## config.mk

```make
export PLATFORM = sky130hd
export DESIGN_NAME = spec_load_gate
export DESIGN_NICKNAME = d
export VERILOG_FILES = /design/src/rtl/slg_pkg.sv /design/src/rtl/slg_tag_store.sv /design/src/rtl/slg_defer_q.sv /design/src/rtl/slg_value_tab.sv /design/src/rtl/spec_load_gate.sv
export SDC_FILE = /design/constraint.sdc
export NUM_CORES = 1
export LEC_CHECK = 0
export CAP_MARGIN = 20
export CORE_MARGIN = 2
export CORE_UTILIZATION = 57
export CTS_CLUSTER_SIZE = 12
export DETAILED_ROUTE_END_ITERATION = 10
export DONT_BUFFER_PORTS = 1
export PLACE_DENSITY = 0.75
export SYNTH_ARGS = -nofsm -noshare
export SYNTH_HDL_FRONTEND = slang
export SYNTH_SLANG_ARGS = --single-unit
```

## constraint.sdc

```tcl
create_clock -name clk -period 4.9 [get_ports clk]
set_input_delay 0.49 -clock clk [delete_from_list [all_inputs] [get_ports clk]]
set_output_delay 0.49 -clock clk [all_outputs]
set_load 0.05 [all_outputs]
```

## src/rtl/slg_pkg.sv

```systemverilog
package slg_pkg;
  // life of the single pending value prediction
  typedef enum logic [1:0] {
    PS_IDLE = 2'd0,  // no guess outstanding
    PS_WAIT = 2'd1,  // guess handed out, load still shadowed
    PS_VAL  = 2'd2   // reissued unshadowed, fill awaited
  } pred_st_e;
endpackage

```

## src/rtl/slg_tag_store.sv

```systemverilog
module slg_tag_store #(
  parameter int SETS   = 4,
  parameter int WAYS   = 4,
  parameter int TAG_W  = 6,
  parameter int DATA_W = 16
) (
  input  logic                       clk,
  input  logic                       rst,
  input  logic [$clog2(SETS)-1:0]    lk_set,
  input  logic [TAG_W-1:0]           lk_tag,
  output logic                       lk_hit,
  output logic [$clog2(WAYS)-1:0]    lk_way,
  output logic [DATA_W-1:0]          lk_data,
  input  logic                       fill_en,
  input  logic [$clog2(SETS)-1:0]    fill_set,
  input  logic [TAG_W-1:0]           fill_tag,
  input  logic [DATA_W-1:0]          fill_data,
  input  logic                       t0_en,
  input  logic [$clog2(SETS)-1:0]    t0_set,
  input  logic [$clog2(WAYS)-1:0]    t0_way,
  input  logic                       t1_en,
  input  logic [$clog2(SETS)-1:0]    t1_set,
  input  logic [$clog2(WAYS)-1:0]    t1_way
);
  localparam int SET_W = $clog2(SETS);
  localparam int WAY_W = $clog2(WAYS);
  localparam int NODES = WAYS - 1;

  logic [TAG_W-1:0]  tag_q  [SETS][WAYS];
  logic [DATA_W-1:0] dat_q  [SETS][WAYS];
  logic [WAYS-1:0]   vld_q  [SETS];
  logic [NODES-1:0]  plru_q [SETS];
  logic [NODES-1:0]  plru_d [SETS];
  logic [WAY_W-1:0]  fill_way;

  // walk the tree from the root following the stored bits
  function automatic logic [WAY_W-1:0] pick_victim(input logic [NODES-1:0] b);
    int unsigned n;
    n = 1;
    for (int l = 0; l < WAY_W; l++) begin
      if (b[n-1]) n = 2 * n + 1;
      else        n = 2 * n;
    end
    return WAY_W'(n - WAYS);
  endfunction

  // point every node on the path of way w away from it
  function automatic logic [NODES-1:0] touch(input logic [NODES-1:0] b,
                                             input logic [WAY_W-1:0] w);
    logic [NODES-1:0] r;
    int unsigned n;
    r = b;
    n = WAYS + 32'(w);
    for (int l = 0; l < WAY_W; l++) begin
      r[(n >> 1) - 1] = ~n[0];
      n = n >> 1;
    end
    return r;
  endfunction

  always_comb begin
    lk_hit  = 1'b0;
    lk_way  = '0;
    lk_data = '0;
    for (int w = 0; w < WAYS; w++) begin
      if (!lk_hit && vld_q[lk_set][w] && tag_q[lk_set][w] == lk_tag) begin
        lk_hit  = 1'b1;
        lk_way  = WAY_W'(w);
        lk_data = dat_q[lk_set][w];
      end
    end
  end

  assign fill_way = pick_victim(plru_q[fill_set]);

  // fill, demand hit and release may all use one set in the same cycle
  always_comb begin
    for (int s = 0; s < SETS; s++) begin
      plru_d[s] = plru_q[s];
      if (fill_en && fill_set == SET_W'(s)) plru_d[s] = touch(plru_d[s], fill_way);
      if (t0_en && t0_set == SET_W'(s))     plru_d[s] = touch(plru_d[s], t0_way);
      if (t1_en && t1_set == SET_W'(s))     plru_d[s] = touch(plru_d[s], t1_way);
    end
  end

  always_ff @(posedge clk) begin
    if (rst) begin
      for (int s = 0; s < SETS; s++) begin
        vld_q[s]  <= '0;
        plru_q[s] <= '0;
      end
    end else begin
      plru_q <= plru_d;
      if (fill_en) vld_q[fill_set][fill_way] <= 1'b1;
    end
  end

  // arrays without reset, one write port
  always_ff @(posedge clk) begin
    if (fill_en) begin
      tag_q[fill_set][fill_way] <= fill_tag;
      dat_q[fill_set][fill_way] <= fill_data;
    end
  end

  a_r12_fill_lands: assert property (@(posedge clk) disable iff (rst)
    fill_en |=> vld_q[$past(fill_set)][$past(fill_way)]);
endmodule

```

## src/rtl/slg_defer_q.sv

```systemverilog
module slg_defer_q #(
  parameter int DEPTH  = 4,
  parameter int LQ_W   = 4,
  parameter int ADDR_W = 8,
  parameter int WAY_W  = 2
) (
  input  logic              clk,
  input  logic              rst,
  input  logic              push,
  input  logic [LQ_W-1:0]   push_lqid,
  input  logic [ADDR_W-1:0] push_addr,
  input  logic [WAY_W-1:0]  push_way,
  output logic              full,
  input  logic              rel_en,
  input  logic [LQ_W-1:0]   rel_lqid,
  output logic              rel_hit,
  output logic [ADDR_W-1:0] rel_addr,
  output logic [WAY_W-1:0]  rel_way,
  input  logic              sq_en,
  input  logic [LQ_W-1:0]   sq_lqid
);
  localparam int IDX_W = (DEPTH > 1) ? $clog2(DEPTH) : 1;

  logic [DEPTH-1:0]  v_q;
  logic [LQ_W-1:0]   lq_q [DEPTH];
  logic [ADDR_W-1:0] ad_q [DEPTH];
  logic [WAY_W-1:0]  wy_q [DEPTH];
  logic [IDX_W-1:0]  free_i, rel_i;
  logic              free_ok;

  assign full = &v_q;

  always_comb begin
    free_ok  = 1'b0;
    free_i   = '0;
    rel_hit  = 1'b0;
    rel_i    = '0;
    for (int i = 0; i < DEPTH; i++) begin
      if (!free_ok && !v_q[i]) begin
        free_ok = 1'b1;
        free_i  = IDX_W'(i);
      end
      if (!rel_hit && rel_en && v_q[i] && lq_q[i] == rel_lqid) begin
        rel_hit = 1'b1;
        rel_i   = IDX_W'(i);
      end
    end
    rel_addr = ad_q[rel_i];
    rel_way  = wy_q[rel_i];
  end

  always_ff @(posedge clk) begin
    if (rst) begin
      v_q <= '0;
    end else begin
      for (int i = 0; i < DEPTH; i++)
        if (sq_en && v_q[i] && lq_q[i] > sq_lqid) v_q[i] <= 1'b0;
      if (rel_hit) v_q[rel_i] <= 1'b0;
      if (push && free_ok) v_q[free_i] <= 1'b1;
    end
  end

  always_ff @(posedge clk) begin
    if (push && free_ok) begin
      lq_q[free_i] <= push_lqid;
      ad_q[free_i] <= push_addr;
      wy_q[free_i] <= push_way;
    end
  end

  a_r7_no_push_when_full: assert property (@(posedge clk) disable iff (rst)
    push |-> !full);
  a_r5_release_frees: assert property (@(posedge clk) disable iff (rst)
    rel_hit && !push |=> $countones(v_q) < $past($countones(v_q)));
endmodule

```

## src/rtl/slg_value_tab.sv

```systemverilog
module slg_value_tab #(
  parameter int ENTRIES = 4,
  parameter int ADDR_W  = 8,
  parameter int DATA_W  = 16,
  parameter int IDX_LSB = 2,
  parameter int CONF_W  = 2,
  parameter int CONF_TH = 2
) (
  input  logic              clk,
  input  logic              rst,
  input  logic [ADDR_W-1:0] lk_addr,
  output logic              lk_conf,
  output logic [DATA_W-1:0] lk_val,
  input  logic              tr_en,
  input  logic [ADDR_W-1:0] tr_addr,
  input  logic [DATA_W-1:0] tr_data
);
  localparam int IDX_W = $clog2(ENTRIES);

  logic [ENTRIES-1:0] v_q;
  logic [ADDR_W-1:0]  tg_q [ENTRIES];
  logic [DATA_W-1:0]  vl_q [ENTRIES];
  logic [CONF_W-1:0]  cf_q [ENTRIES];
  logic [IDX_W-1:0]   li, ti;
  logic               same;

  assign li      = lk_addr[IDX_LSB +: IDX_W];
  assign lk_conf = v_q[li] && tg_q[li] == lk_addr && cf_q[li] >= CONF_W'(CONF_TH);
  assign lk_val  = vl_q[li];

  assign ti   = tr_addr[IDX_LSB +: IDX_W];
  assign same = v_q[ti] && tg_q[ti] == tr_addr && vl_q[ti] == tr_data;

  always_ff @(posedge clk) begin
    if (rst) v_q <= '0;
    else if (tr_en) v_q[ti] <= 1'b1;
  end

  always_ff @(posedge clk) begin
    if (tr_en) begin
      if (same) begin
        if (cf_q[ti] != '1) cf_q[ti] <= cf_q[ti] + 1'b1;
      end else begin
        tg_q[ti] <= tr_addr;
        vl_q[ti] <= tr_data;
        cf_q[ti] <= '0;
      end
    end
  end

  a_r8_new_value_not_confident: assert property (@(posedge clk) disable iff (rst)
    tr_en && !same && lk_addr == tr_addr |=> !(lk_conf && lk_addr == $past(tr_addr)));
endmodule

```

## src/rtl/spec_load_gate.sv

```systemverilog
module spec_load_gate #(
  parameter int SETS       = 4,
  parameter int WAYS       = 4,
  parameter int TAG_W      = 6,
  parameter int DATA_W     = 16,
  parameter int LQ_W       = 4,
  parameter int DQ_DEPTH   = 4,
  parameter int VT_ENTRIES = 4,
  parameter int CONF_W     = 2,
  parameter int CONF_TH    = 2
) (
  input  logic                          clk,
  input  logic                          rst,
  input  logic                          req_valid,
  input  logic [TAG_W+$clog2(SETS)-1:0] req_addr,
  input  logic                          req_shadow,
  input  logic [LQ_W-1:0]               req_lqid,
  output logic                          rsp_valid,
  output logic [LQ_W-1:0]               rsp_lqid,
  output logic                          rsp_hit,
  output logic                          rsp_pred,
  output logic [DATA_W-1:0]             rsp_data,
  output logic                          miss_valid,
  output logic [TAG_W+$clog2(SETS)-1:0] miss_addr,
  input  logic                          fill_valid,
  input  logic [TAG_W+$clog2(SETS)-1:0] fill_addr,
  input  logic [DATA_W-1:0]             fill_data,
  input  logic                          rel_valid,
  input  logic [LQ_W-1:0]               rel_lqid,
  input  logic                          sq_valid,
  input  logic [LQ_W-1:0]               sq_lqid,
  output logic                          pf_valid,
  output logic [TAG_W+$clog2(SETS)-1:0] pf_addr,
  output logic                          pf_rel_valid,
  output logic [TAG_W+$clog2(SETS)-1:0] pf_rel_addr,
  output logic                          mispredict_valid,
  output logic [LQ_W-1:0]               mispredict_lqid
);
  import slg_pkg::*;

  localparam int SET_W  = $clog2(SETS);
  localparam int WAY_W  = $clog2(WAYS);
  localparam int ADDR_W = TAG_W + SET_W;

  logic              ts_hit, dq_full, dq_rel_hit, vt_conf;
  logic [WAY_W-1:0]  ts_way, dq_rel_way;
  logic [DATA_W-1:0] ts_data, vt_val;
  logic [ADDR_W-1:0] dq_rel_addr;
  logic              demand_hit, park, shadow_missish, pred_ok;
  logic              chk;
  logic [DATA_W-1:0] chk_data;
  pred_st_e          ps_q, ps_d;
  logic [LQ_W-1:0]   ps_lqid_q;
  logic [ADDR_W-1:0] ps_addr_q;
  logic [DATA_W-1:0] ps_val_q;

  assign demand_hit     = req_valid && ts_hit && !req_shadow;
  assign park           = req_valid && ts_hit && req_shadow && !dq_full;
  assign shadow_missish = req_valid && req_shadow && (!ts_hit || dq_full);
  assign pred_ok        = shadow_missish && vt_conf && ps_q == PS_IDLE;

  slg_tag_store #(.SETS(SETS), .WAYS(WAYS), .TAG_W(TAG_W), .DATA_W(DATA_W)) u_tags (
    .clk(clk), .rst(rst),
    .lk_set(req_addr[SET_W-1:0]), .lk_tag(req_addr[ADDR_W-1:SET_W]),
    .lk_hit(ts_hit), .lk_way(ts_way), .lk_data(ts_data),
    .fill_en(fill_valid), .fill_set(fill_addr[SET_W-1:0]),
    .fill_tag(fill_addr[ADDR_W-1:SET_W]), .fill_data(fill_data),
    .t0_en(demand_hit), .t0_set(req_addr[SET_W-1:0]), .t0_way(ts_way),
    .t1_en(dq_rel_hit), .t1_set(dq_rel_addr[SET_W-1:0]), .t1_way(dq_rel_way)
  );

  slg_defer_q #(.DEPTH(DQ_DEPTH), .LQ_W(LQ_W), .ADDR_W(ADDR_W), .WAY_W(WAY_W)) u_defer (
    .clk(clk), .rst(rst),
    .push(park), .push_lqid(req_lqid), .push_addr(req_addr), .push_way(ts_way),
    .full(dq_full),
    .rel_en(rel_valid), .rel_lqid(rel_lqid),
    .rel_hit(dq_rel_hit), .rel_addr(dq_rel_addr), .rel_way(dq_rel_way),
    .sq_en(sq_valid), .sq_lqid(sq_lqid)
  );

  slg_value_tab #(.ENTRIES(VT_ENTRIES), .ADDR_W(ADDR_W), .DATA_W(DATA_W),
                  .IDX_LSB(SET_W), .CONF_W(CONF_W), .CONF_TH(CONF_TH)) u_vtab (
    .clk(clk), .rst(rst),
    .lk_addr(req_addr), .lk_conf(vt_conf), .lk_val(vt_val),
    .tr_en(fill_valid || demand_hit),
    .tr_addr(fill_valid ? fill_addr : req_addr),
    .tr_data(fill_valid ? fill_data : ts_data)
  );

  // pending prediction: wait for the unshadowed reissue, then the fill
  always_comb begin
    ps_d     = ps_q;
    chk      = 1'b0;
    chk_data = '0;
    case (ps_q)
      PS_IDLE: if (pred_ok) ps_d = PS_WAIT;
      PS_WAIT: if (req_valid && !req_shadow && req_lqid == ps_lqid_q) begin
        if (ts_hit) begin
          chk      = 1'b1;
          chk_data = ts_data;
          ps_d     = PS_IDLE;
        end else begin
          ps_d = PS_VAL;
        end
      end
      PS_VAL: if (fill_valid && fill_addr == ps_addr_q) begin
        chk      = 1'b1;
        chk_data = fill_data;
        ps_d     = PS_IDLE;
      end
      default: ps_d = PS_IDLE;
    endcase
    if (sq_valid && ps_q != PS_IDLE && ps_lqid_q > sq_lqid) begin
      ps_d = PS_IDLE;
      chk  = 1'b0;
    end
  end

  always_ff @(posedge clk) begin
    if (rst) begin
      ps_q             <= PS_IDLE;
      rsp_valid        <= 1'b0;
      rsp_hit          <= 1'b0;
      rsp_pred         <= 1'b0;
      miss_valid       <= 1'b0;
      pf_valid         <= 1'b0;
      pf_rel_valid     <= 1'b0;
      mispredict_valid <= 1'b0;
    end else begin
      ps_q             <= ps_d;
      rsp_valid        <= req_valid;
      rsp_hit          <= req_valid && ts_hit && (!req_shadow || !dq_full);
      rsp_pred         <= pred_ok;
      miss_valid       <= req_valid && !ts_hit && !req_shadow;
      pf_valid         <= demand_hit;
      pf_rel_valid     <= dq_rel_hit;
      mispredict_valid <= chk && chk_data != ps_val_q;
    end
  end

  always_ff @(posedge clk) begin
    rsp_lqid        <= req_lqid;
    miss_addr       <= req_addr;
    pf_addr         <= req_addr;
    pf_rel_addr     <= dq_rel_addr;
    mispredict_lqid <= ps_lqid_q;
    if (demand_hit || park) rsp_data <= ts_data;
    else if (pred_ok)       rsp_data <= vt_val;
    else                    rsp_data <= '0;
    if (pred_ok) begin
      ps_lqid_q <= req_lqid;
      ps_addr_q <= req_addr;
      ps_val_q  <= vt_val;
    end
  end

  a_r1_rsp_each_req: assert property (@(posedge clk) disable iff (rst)
    req_valid |=> rsp_valid && rsp_lqid == $past(req_lqid));
  a_r4_shadow_no_fill: assert property (@(posedge clk) disable iff (rst)
    req_valid && req_shadow |=> !miss_valid);
  a_r3_shadow_no_pf: assert property (@(posedge clk) disable iff (rst)
    req_valid && req_shadow |=> !pf_valid);
  a_r9_one_guess: assert property (@(posedge clk) disable iff (rst)
    req_valid && ps_q != PS_IDLE |=> !rsp_pred);
  a_r10_mispredict_from_slot: assert property (@(posedge clk) disable iff (rst)
    mispredict_valid |-> $past(ps_q) != PS_IDLE);
endmodule

```

==> metrics.md <==
| Metric | Value |
|---|---|
| Initial Utilization | between 50% and 60% |
| Number of H-tree levels | 3 |
| CTS tree | yes |
| Async S/R FF share, synth | 0% |
| Largest fanout on the critical path | 22 |
| Max Cap Viol | 0 |
| Cell accounting for the most synthesized area | edfxtp_1 |
| P&R area growth vs syn | 11.4% |
| Syn_nets | 1850 |
| Fin. max-slew vios | 0 |
| Synthesized flop and latch total | 625 |
| Syn Std Cell Area | around 27000 µm² |
| TritonCTS Buffers | 66 |
| Clock skew | 0.0192 ns |
| Status | completed |
| Post-synth top cells | 556 x edfxtp_1, 140 x nand2_1, 111 x mux4_2 |
| CTS root buf | clkbuf_16 |
| Clock Latency Late Sink | 0.61 ns |
| Initial DRC count | 1894 |
| Syn Area/Cell | 15.4 µm² |
| IO Pins | ~110 |
| Unrepaired setup endpoints after global routing | no |
| Worst r2r dst | u_vtab.vl_q[2][9]$_DFFE_PP_ |
| Final setup viols | 0 |
| Chip Height | 223 µm |
| Slew headroom | 22.8% |
| Worst setup EP type | flop |
| Synth area leaders | edfxtp_1 61%, mux4_2 9.1%, dfxtp_1 5.1%, mux2i_1 2.1%, nand2_1 1.9% |
| Placed cell count | 2349 |
| Routability cong. | 0.946 |
| Final HPWL DP | around 45000 µm |
| Final Hold Viols | 0 |
| Share of cells above drive strength 1 | between 15 and 20% |
| Synth warnings | 0 |
| P_leak | 0.0103 µW |
| Number of synthesized flops with an enable pin | between 500 and 600 |
| Max Fclk | around 0.23 GHz |
| Crit-path cells | mux4_2 > xnor2_1 > nand3_1 > nor3_2 > and2_1 > a22o_1 > xnor2_1 > a31oi_1 > a2111oi_4 > a21oi_2 > buf_12 |
| Rows | 80 |
| VDD IR max | 481 µV |
| Cell variety after synth | 93 |
| Required time of the worst setup path | 5.24 ns |
| Sequential fraction of the synthesis area | 66.1% |
| Initial antenna violation count | 3 |
| Worst r2r src | u_tags.tag_q[3][0]$_DFFE_PP_ |
| Core ar. | about 48000 µm² |
| Remaining global-route overflow | 0 |
| First-pass GRT wire length | 107000 µm |
| Vias | 16.7k |
| Crit path launch type | flop |
| R2R depth | 11 |
| Number of global-route vias before repair | roughly 17k |
| Critical path class | flop to flop |
| Die W | between 200 and 250 µm |
| TNS Setup | 0 ns |
| CP Launch Point | u_tags.tag_q[3][0]$_DFFE_PP_ |
| Clk sinks | ~630 |
| Worst-path cell with the longest stage delay | a2111oi_4 |
| Largest net degree at the start of global routing | 120 |
| # DRC | 0 |
| Syn Inst Count | 1775 |
| Clock tree buffer depth | 3 |
| Ys flop type | edfxtp_1 |
| Final std cells w/o fill | 2500 |
| TritonRoute pass-1 iters | 6 |
| Nets@finish | around 1.9k |
| Hold crit path type | primary input to flop |
| Gr usage total | 29.2% |
| Worst Tran Pin Value | between 1 and 1.5 ns |
| Register clock-pin slew on the reported worst setup and hold paths | about 0.060 ns |
| Avg WL per Cell | 28.8 µm |
| CP dominant cell by count | xnor2_1 |
| Most common cell in the synthesized netlist | edfxtp_1 |
| Final worst path period share | 89.1% |
| Avg Vias per Cell | roughly 6.7 |
| Overall Power | 11400 µW |
| Setup slack, reg-to-reg | roughly 0.53 ns |
| P per Cell Area | 375 nW/µm² |
| PortBufs | 0 |
| Post-DRT Antenna Nets | 0 |
| Fin crit period | 4.37 ns |
| CP max stage delay | approximately 0.64 ns |
| Die footprint | around 50000 µm² |
| Worst setup path end | u_vtab.vl_q[2][9]$_DFFE_PP_ |
| Worst Path Arrival | 4.71 ns |
| Yosys top cell area share | approximately three fifths |
| Routed Wire Length | 71900 µm |
registers in the layout (all words and copies together) (netlist names), 8 cells and up:
| register | cells |
|---|---|
| u_tags.vld_q | 16 |
| pf_rel_addr | 8 |
| ps_val_q | 16 |
| rsp_data | 16 |
| pf_addr | 8 |
| u_defer.ad_q | 32 |
| u_tags.plru_q | 12 |
| u_tags.dat_q | 256 |
| ps_addr_q | 8 |
| u_defer.wy_q | 8 |
| u_defer.lq_q | 16 |
| u_tags.tag_q | 96 |
| u_vtab.vl_q | 64 |
| u_vtab.tg_q | 32 |
| u_vtab.cf_q | 8 |
logic make-up after synthesis:
kind of cell / synth area share, %
muxes: 12.1
buffers and inverters: 2.93
AOI/OAI and AO/OA: 6.70
DFF: 66.1
adders and majority gates: 1.10
xor gates and xnor gates: 2.91
and+or+nand+nor: 8.11
layout by cell type (no fill, tap or decap), types with 7 or more instances in the layout:
cell type,count
nor3b_1,8
a21boi_0,8
nand2_1,140
edfxtp_1,556
mux2i_1,56
a221oi_1,7
nor2_1,62
nand3_1,40
nor3_1,38
o211ai_1,9
clkbuf_1,25
and2_1,14
xnor2_1,54
a21o_1,7
buf_4,47
mux4_2,111
o22ai_1,19
and3_1,19
nand4_1,20
nand2b_1,12
nor2b_1,13
xor2_1,35
a31oi_1,30
nor4_1,16
a222oi_1,10
mux2_2,15
dlygate4sd3_1,36
or2_2,18
ha_1,24
dfxtp_1,69
inv_1,64
a22o_1,13
clkbuf_16,68
o21ai_0,25
a21oi_1,47
routing by layer:
metal  vias up  part of all wire (%)  GRT usage [%]  routed length, µm
li1       7064                     -              -                  -
met1      8586                    40           39.7              28600
met2       858                    49           47.4              35000
met3       145                   8.0           5.81               5790
met4         2                   3.5           10.7               2490
met5         -                 0.018              0                 13
area by class of cell:
type                       instances  area, µm²
fill                            3331      17100
sequential                       625      18100
multi-input combinational        994       8550
timing repair buffer              86        772
clock buffer                      98       1860
clock inverter                    15        166
inverter                          66        248
antenna                            1       2.50
tap                              615        769
power breakdown:
part	internal [µW]	leakage, µW	switching (µW)	total [µW]
logic	299	0.00367	405	704
clock network	2750	0.000989	1980	4730
registers	5910	0.00562	73.2	5980
total	8960	0.0103	2460	11400
worst max-delay path, delay by kind of cell (launching register included):
kind / cells / cell delay (ns)
DFF: 1 / 0.36
buffers and inverters: 1 / 0.22
xor gates and xnor gates: 2 / 0.37
AOI/OAI and AO/OA: 4 / 1.38
muxes: 1 / 0.48
and+or+nand+nor: 3 / 1.25
stage by stage:
stage	hold slack (ns)	util, %	cell area (µm²)	setup WS, ns
2_1_floorplan	0.389	-	27300	0.241
3_3_place_gp	0.425	58.9	28000	0.488
3_5_place_dp	0.424	59.0	28000	0.363
4_1_cts	0.0149	64.0	30400	0.566
5_1_grt	0.0261	64.0	30400	0.345
6_report	0.0316	64.0	30500	0.533
worst min-delay path by stage:
stage,from,end,cells past startpoint
after floorplan,ps_lqid_q[0]$_DFFE_PP_,mispredict_lqid[0]$_DFF_P_,0
after CTS,req_valid,rsp_valid$_SDFF_PP0_,1
after global routing,req_valid,rsp_valid$_SDFF_PP0_,1
after detailed placement,ps_lqid_q[1]$_DFFE_PP_,mispredict_lqid[1]$_DFF_P_,0
after global placement,ps_lqid_q[0]$_DFFE_PP_,mispredict_lqid[0]$_DFF_P_,0
final,req_valid,rsp_valid$_SDFF_PP0_,1
timing repair:
action | in CTS | in global routing
resized for setup | 0 | 0
hold buffers | 36 | 0
buffers inserted | 0 | 0
endpoints found under the hold margin | 449 | 0
Power figures use the tool's default switching activity.
